===== config.mk =====
export PLATFORM = sky130hd
export DESIGN_NAME = ctl_frame_rx
export DESIGN_NICKNAME = d
export VERILOG_FILES = /design/src/rtl/ctl_rx_pkg.sv /design/src/rtl/ctl_rx_sync.sv /design/src/rtl/ctl_rx_edge.sv /design/src/rtl/ctl_rx_addr.sv /design/src/rtl/ctl_rx_data.sv /design/src/rtl/ctl_frame_rx.sv
export SDC_FILE = /design/constraint.sdc
export NUM_CORES = 1
export LEC_CHECK = 0
export ABC_CLOCK_PERIOD_IN_PS = 4600
export CAP_MARGIN = 20
export CORE_ASPECT_RATIO = 1.5
export CORE_MARGIN = 1.5
export CORE_UTILIZATION = 25
export DETAILED_ROUTE_END_ITERATION = 10
export DONT_BUFFER_PORTS = 1
export RECOVER_POWER = 100
export SYNTH_ARGS = -nofsm -noshare
export SYNTH_HDL_FRONTEND = slang
export SYNTH_SLANG_ARGS = --single-unit

===== constraint.sdc =====
create_clock -name clk -period 4.6 [get_ports clk]
set_input_delay 0.92 -clock clk [delete_from_list [all_inputs] [get_ports clk]]
set_output_delay 0.92 -clock clk [all_outputs]
set_load 0.02 [all_outputs]

===== src/rtl/ctl_rx_pkg.sv =====
package ctl_rx_pkg;
  localparam int unsigned ADDR_W_DEF   = 8;
  localparam int unsigned WORD_W_DEF   = 44;
  localparam logic [7:0]  DEV_ADDR_DEF = 8'h81;
  localparam logic [43:0] TEST_MASK_DEF =
    (44'd1 << 3) | (44'd1 << 42) | (44'd1 << 43);
  // indices of the lines inside the synchronised bundle
  localparam int unsigned LN_SEL = 0;
  localparam int unsigned LN_SCK = 1;
  localparam int unsigned LN_SDI = 2;
  localparam int unsigned LN_NUM = 3;
endpackage


===== src/rtl/ctl_rx_sync.sv =====
module ctl_rx_sync #(
  parameter int unsigned W      = 3,
  parameter int unsigned STAGES = 2
) (
  input  logic         clk,
  input  logic         rst,
  input  logic [W-1:0] d,
  output logic [W-1:0] q
);
  genvar g;
  generate
    for (g = 0; g < W; g++) begin : g_line
      logic [STAGES-1:0] chain;
      always_ff @(posedge clk) begin
        if (rst) chain <= '0;
        else     chain <= {chain[STAGES-2:0], d[g]};
      end
      assign q[g] = chain[STAGES-1];
    end
  endgenerate
endmodule


===== src/rtl/ctl_rx_edge.sv =====
module ctl_rx_edge #(
  parameter int unsigned W = 2
) (
  input  logic         clk,
  input  logic         rst,
  input  logic [W-1:0] cur,
  output logic [W-1:0] chg
);
  logic [W-1:0] prev;
  always_ff @(posedge clk) begin
    if (rst) prev <= '0;
    else     prev <= cur;
  end
  assign chg = cur ^ prev;
endmodule


===== src/rtl/ctl_rx_addr.sv =====
module ctl_rx_addr #(
  parameter int unsigned   ADDR_W   = 8,
  parameter logic [ADDR_W-1:0] DEV_ADDR = 8'h81
) (
  input  logic clk,
  input  logic rst,
  input  logic sel_s,
  input  logic sel_rise,
  input  logic sel_fall,
  input  logic sck_rise,
  input  logic sdi_s,
  output logic match
);
  logic [ADDR_W-1:0] sh;

  // first bit sent ends up in bit 0 after ADDR_W shifts
  always_ff @(posedge clk) begin
    if (rst || sel_fall)       sh <= '0;
    else if (!sel_s && sck_rise) sh <= {sdi_s, sh[ADDR_W-1:1]};
  end

  always_ff @(posedge clk) begin
    if (rst)           match <= 1'b0;
    else if (sel_rise) match <= (sh == DEV_ADDR);
  end
endmodule


===== src/rtl/ctl_rx_data.sv =====
module ctl_rx_data #(
  parameter int unsigned WORD_W = 44,
  localparam int unsigned CNT_W = $clog2(WORD_W + 1)
) (
  input  logic              clk,
  input  logic              rst,
  input  logic              sel_s,
  input  logic              sel_rise,
  input  logic              sck_rise,
  input  logic              sdi_s,
  input  logic              match,
  output logic [WORD_W-1:0] data,
  output logic              full
);
  logic [CNT_W-1:0] cnt;
  logic             take;

  assign take = sel_s && sck_rise && match;

  // newest bit enters at the top, so the last WORD_W bits remain
  always_ff @(posedge clk) begin
    if (rst)       data <= '0;
    else if (take) data <= {sdi_s, data[WORD_W-1:1]};
  end

  always_ff @(posedge clk) begin
    if (rst || sel_rise)                      cnt <= '0;
    else if (take && cnt != CNT_W'(WORD_W))   cnt <= cnt + 1'b1;
  end

  assign full = (cnt == CNT_W'(WORD_W));
endmodule


===== src/rtl/ctl_frame_rx.sv =====
module ctl_frame_rx
  import ctl_rx_pkg::*;
#(
  parameter int unsigned       ADDR_W      = ADDR_W_DEF,
  parameter int unsigned       WORD_W      = WORD_W_DEF,
  parameter logic [ADDR_W-1:0] DEV_ADDR    = DEV_ADDR_DEF,
  parameter logic [WORD_W-1:0] TEST_MASK   = TEST_MASK_DEF,
  parameter int unsigned       SYNC_STAGES = 2
) (
  input  logic              clk,
  input  logic              rst,
  input  logic              sel_i,
  input  logic              sck_i,
  input  logic              sdi_i,
  output logic [WORD_W-1:0] word_o,
  output logic              word_vld_o,
  output logic              tbit_err_o
);
  logic [LN_NUM-1:0] raw, syn;
  logic [1:0]        chg;
  logic              sel_s, sck_s, sdi_s;
  logic              sel_rise, sel_fall, sck_rise;
  logic              match, cnt_full;
  logic [WORD_W-1:0] data;
  logic              commit;

  assign raw[LN_SEL] = sel_i;
  assign raw[LN_SCK] = sck_i;
  assign raw[LN_SDI] = sdi_i;

  ctl_rx_sync #(.W(LN_NUM), .STAGES(SYNC_STAGES)) u_sync (
    .clk(clk), .rst(rst), .d(raw), .q(syn)
  );

  assign sel_s = syn[LN_SEL];
  assign sck_s = syn[LN_SCK];
  assign sdi_s = syn[LN_SDI];

  ctl_rx_edge #(.W(2)) u_edge (
    .clk(clk), .rst(rst), .cur({sck_s, sel_s}), .chg(chg)
  );

  assign sel_rise = chg[0] &  sel_s;
  assign sel_fall = chg[0] & ~sel_s;
  assign sck_rise = chg[1] &  sck_s;

  ctl_rx_addr #(.ADDR_W(ADDR_W), .DEV_ADDR(DEV_ADDR)) u_addr (
    .clk(clk), .rst(rst), .sel_s(sel_s), .sel_rise(sel_rise),
    .sel_fall(sel_fall), .sck_rise(sck_rise), .sdi_s(sdi_s),
    .match(match)
  );

  ctl_rx_data #(.WORD_W(WORD_W)) u_data (
    .clk(clk), .rst(rst), .sel_s(sel_s), .sel_rise(sel_rise),
    .sck_rise(sck_rise), .sdi_s(sdi_s), .match(match),
    .data(data), .full(cnt_full)
  );

  assign commit = sel_fall && match && cnt_full;

  always_ff @(posedge clk) begin
    if (rst) begin
      word_o     <= '0;
      word_vld_o <= 1'b0;
      tbit_err_o <= 1'b0;
    end else begin
      word_vld_o <= commit;
      if (commit) begin
        word_o <= data;
        if (|(data & TEST_MASK)) tbit_err_o <= 1'b1;
      end
    end
  end
endmodule


* Yosys cells after proc, flatten, opt, wreduce, memory -nomap -nowiden *
Cells that the tools add are included.

storage, ports and cells
  bits in registers = 113
  bits in latches = 0
  bits in writable memories = 0
  memory bits (read-only) = 0
  output and inout bits = 46
  logic and storage cells = 31
  memories = 0

operators by class
  add/subtract/negate cells = 1
  multiply operators = 0
  div/mod/pow operators = 0
  $lt $le $gt $ge = 0
  equality and inequality tests = 3
  shift-type cells = 0
  muxes and demuxes = 0
  bitwise logic cells = 5
  reductions and logical operators = 11

operator list
  cell                                          number
  equality test 8 bit, second input constant    1
  adder 6 x 1 -> 6 bit, second input constant   1
  equality test 6 bit, second input constant    1
  logical AND 1 bit                             6
  inequality test 6 bit, second input constant  1
  bitwise AND 1 bit                             3
  OR reduction 3 bit                            1
  logical OR 1 bit                              2
  AND reduction 2 bit                           1
  XOR 2 bit                                     1
  logical NOT 1 bit                             1
  inverter 1 bit                                1

* Longest topological paths before layout *
  depth after elaboration = 5
  mapped depth = 7

* Modules after synthesis *
Synthesis repeated with hierarchy kept, for this count alone.

second synthesis, totals
  cells, all modules = 497
  area total of the unflattened synthesis = 4554.4 sq um

modules (own cells, without submodules)
  module        times used  cells each  area an instance (sq um)  sequential area each (sq um)
  ctl_frame_rx  1           200         2100.8                    920.9
  ctl_rx_data   1           232         1840.5                    1001.0
  ctl_rx_addr   1           44          359.1                     180.2
  ctl_rx_sync   1           15          180.2                     120.1
  ctl_rx_edge   1           6           73.8                      40.0

* Worst setup path after synthesis *
No wires, ideal clock.

  kind = input port to flip-flop
  from = input port rst
  to = register tbit_err_o
  data arrival time = 1628 ps
  data required time = 4485 ps
  slack = 2857 ps
  cell stages on the path = 4
  path buffers = 2
  path through = clkbuf_1 clkbuf_1 nor2_1 o21a_1

RTL lines
  item                  RTL line            source
  from (decl)           ctl_frame_rx.sv:11  input logic rst,
  to (signal assigned)  ctl_frame_rx.sv:65  tbit_err_o <= 1'b0;
  to (signal assigned)  ctl_frame_rx.sv:70  if (|(data & TEST_MASK)) tbit_err_o <= 1'b1;
  to (decl)             ctl_frame_rx.sv:17  output logic tbit_err_o

==> metrics.yaml <==
clock-sinks: 113
synthToLayoutAreaGrowth_pct: 16.5
synth_edf_count: 0
yosysTopAreaCell: "dfxtp_1"
cts.clk_slew.worst_paths_ns: 0.05
h-tree-depth: 4
p_per_area_nw_per_um2: 466
max_clock_freq_ghz: 0.416
cts_tree: "done"
initial_core_util: 0.255
min_path_cells: 1
hold_violations: 0
nets: 479
finalSetupTns_ns: 0
dpl_cell_area_um2: 4360
crit_path_max_fanout: 56
grt_overflow_total: 0
core_area_um2: 16700
drcViolationCount: 0
reg2reg_from: "u_sync.g_line[0].chain[1]"
rows: 58
slew_viol_final: 46
fin_area_um2: 4960
wire_per_inst_um: 12.0
die_area_um2: 17800
die_w_um: 110
syn_area_per_cell_um2: 8.82
synth.area.top_cells: "dfxtp_1 53%, nand2_1 16%, mux2i_1 13%"
antenna_found_initial: 3
grt_pass1_wl_um: 13900
grt_pass1_vias: 2939
clock_path_buffers: 2
yosys_warnings: 0
timing.rr.end: "u_data.cnt[2]"
ys_ff_latch: 113
max_cap_viol_count: 1
die_y_um: 163
clk_latency_ns: 0.40
path_class: "input port to register"
worst_ep_arrival_time_ns: 2.72
first_pass_iters: 4
whs_endpoint: "u_sync.g_line[0].chain[1]"
syn-instance-count: 483
placedCellCount: 663
worstSetupEndpointType: "register"
netlist_area_um2: 4260
grt_max_degree: 57
rsz0062_at_grt: "no"
async_flop_share: 0
finalWirelength_um: 8380
violations: "max-capacitance violations, max-slew violations"
synth_top_area_share: 0.531
num_io_pins: 51
r2r_cells: 3
drtIter0Drc: 165
fin_cells: 698
place_congestion: 0.693
rrSetupSlack_ns: 2.31
hpwl_um: 5430
ir_drop_mv: 0.250
tightest_slew_ns: 1.60
ys_seq_area_frac: 0.531
power_mw: 2.31
cts_setup_buffers: 0
start_kind: "input port"
vias_per_cell: 4.39
crit_required_ns: 4.92
syn_nets: 490
max-slew-margin-rel: -0.0677
drive_above_1_share: 0.0660
timing.final.crit_period_ns: 2.40
fin_crit_sh: 0.522
cts_made_buffers: 17
portBuffers: 0
synth_common_cells: "179 x nand2_1, 113 x dfxtp_1, 56 x mux2i_1, 48 x a21oi_1, 16 x clkbuf_1"
hp-start: "u_sync.g_line[0].chain[0]"
cts_hold_buf: 0
setup_viol: 0
num_vias: 3061
root_buffer: "clkbuf_16"
ant_nets: 0
ctsResizeCount: 0
synth.most_common_cell: "nand2_1"
p_leak_nw: 1.56
synth_cell_types: 31
finClkSkew_ns: 0.00681
holdWs_ns: 0.438
grt_usage: 0.0991
worstHoldPathType: "register to register"
status: "finished with violations"
ys.flop_type: "dfxtp_1"
-- flip-flops by register name (all words and copies together), names as in the netlist --
name	count
u_data.cnt	6
tbit_err_o	1
u_edge.prev	2
u_addr.sh	8
word_o	44
u_sync.g_line.chain	6
word_vld_o	1
u_data.data	44
u_addr.match	1
-- logic make-up (layout without fill, tap and decap cells) --
kind of cell / Yosys count / after routing / share of synthesized area
AND/OR/NAND/NOR: 221 / 221 / 0.218
flip-flops: 113 / 113 / 0.531
multiplexers: 56 / 56 / 0.132
AO/OA/AOI/OAI: 53 / 53 / 0.0655
buffers and inverters: 38 / 40 / 0.0482
adder cells (fa/ha/maj): 2 / 2 / 0.00587
other: 0 / 3 / 0
-- metal layers --
layer  part of all wire  wire length, um  global-route usage
met2               0.50             4230               0.166
met1               0.41             3440               0.103
met3              0.075              631              0.0496
met4             0.0093               78              0.0425
met5                  0                0                   0
-- worst max-delay path: stages --
cell and delay [ns]:
inv_1 0.94, buf_4 0.56, nand2_1 0.11, mux2i_1 0.14
-- through the flow --
| stage | util | setup slack, ns |
|---|---|---|
| global route | 0.297 | 1.97 |
| CTS | 0.297 | 2.65 |
| floorplan | - | 2.86 |
| finish | 0.297 | 2.20 |
| detailed placement | 0.261 | 2.23 |
| global placement | 0.261 | 2.29 |
-- cell usage in the layout, fill, tap and decap left out, types with 2 or more instances in the layout --
cell,n
nand2_1,179
dfxtp_1,113
mux2i_1,56
a21oi_1,48
clkbuf_16,17
nor2_1,10
nand3_1,8
nor2b_1,7
inv_1,5
clkbuf_1,4
clkinv_2,4
diode_2,3
nand3b_1,3
nor4_1,3
bufinv_16,3
and2_1,2
and3b_1,2
ha_1,2
clkbuf_8,2
clkinvlp_4,2
buf_4,2
-- worst max path at each step --
stage | start | end | slack, ns | cells past startpoint
floorplan | rst | tbit_err_o | 2.86 | 4
global placement | rst | word_o[3] | 2.29 | 4
detailed placement | rst | word_o[21] | 2.23 | 4
CTS | rst | word_o[25] | 2.65 | 4
global route | rst | word_o[23] | 1.97 | 4
finish | rst | word_o[9] | 2.20 | 4
-- power breakdown --
part / switching [mW] / leakage (nW) / total [mW] / internal [mW]
Combinational: 0.0169 / 0.362 / 0.0221 / 0.00528
Clock: 0.430 / 0.290 / 1.31 / 0.876
Sequential: 0.00165 / 0.911 / 0.985 / 0.983
-- cell type report --
type	instances	area, um2
clock buffers	22	464
multi-input cells	332	1790
repair buffers	3	18.8
clock inverters	10	134
well taps	210	263
inverters	5	18.8
diodes	3	7.51
flip-flops and latches	113	2260
fillers	1739	11700
No activity file was read; power rests on OpenSTA's default activity.
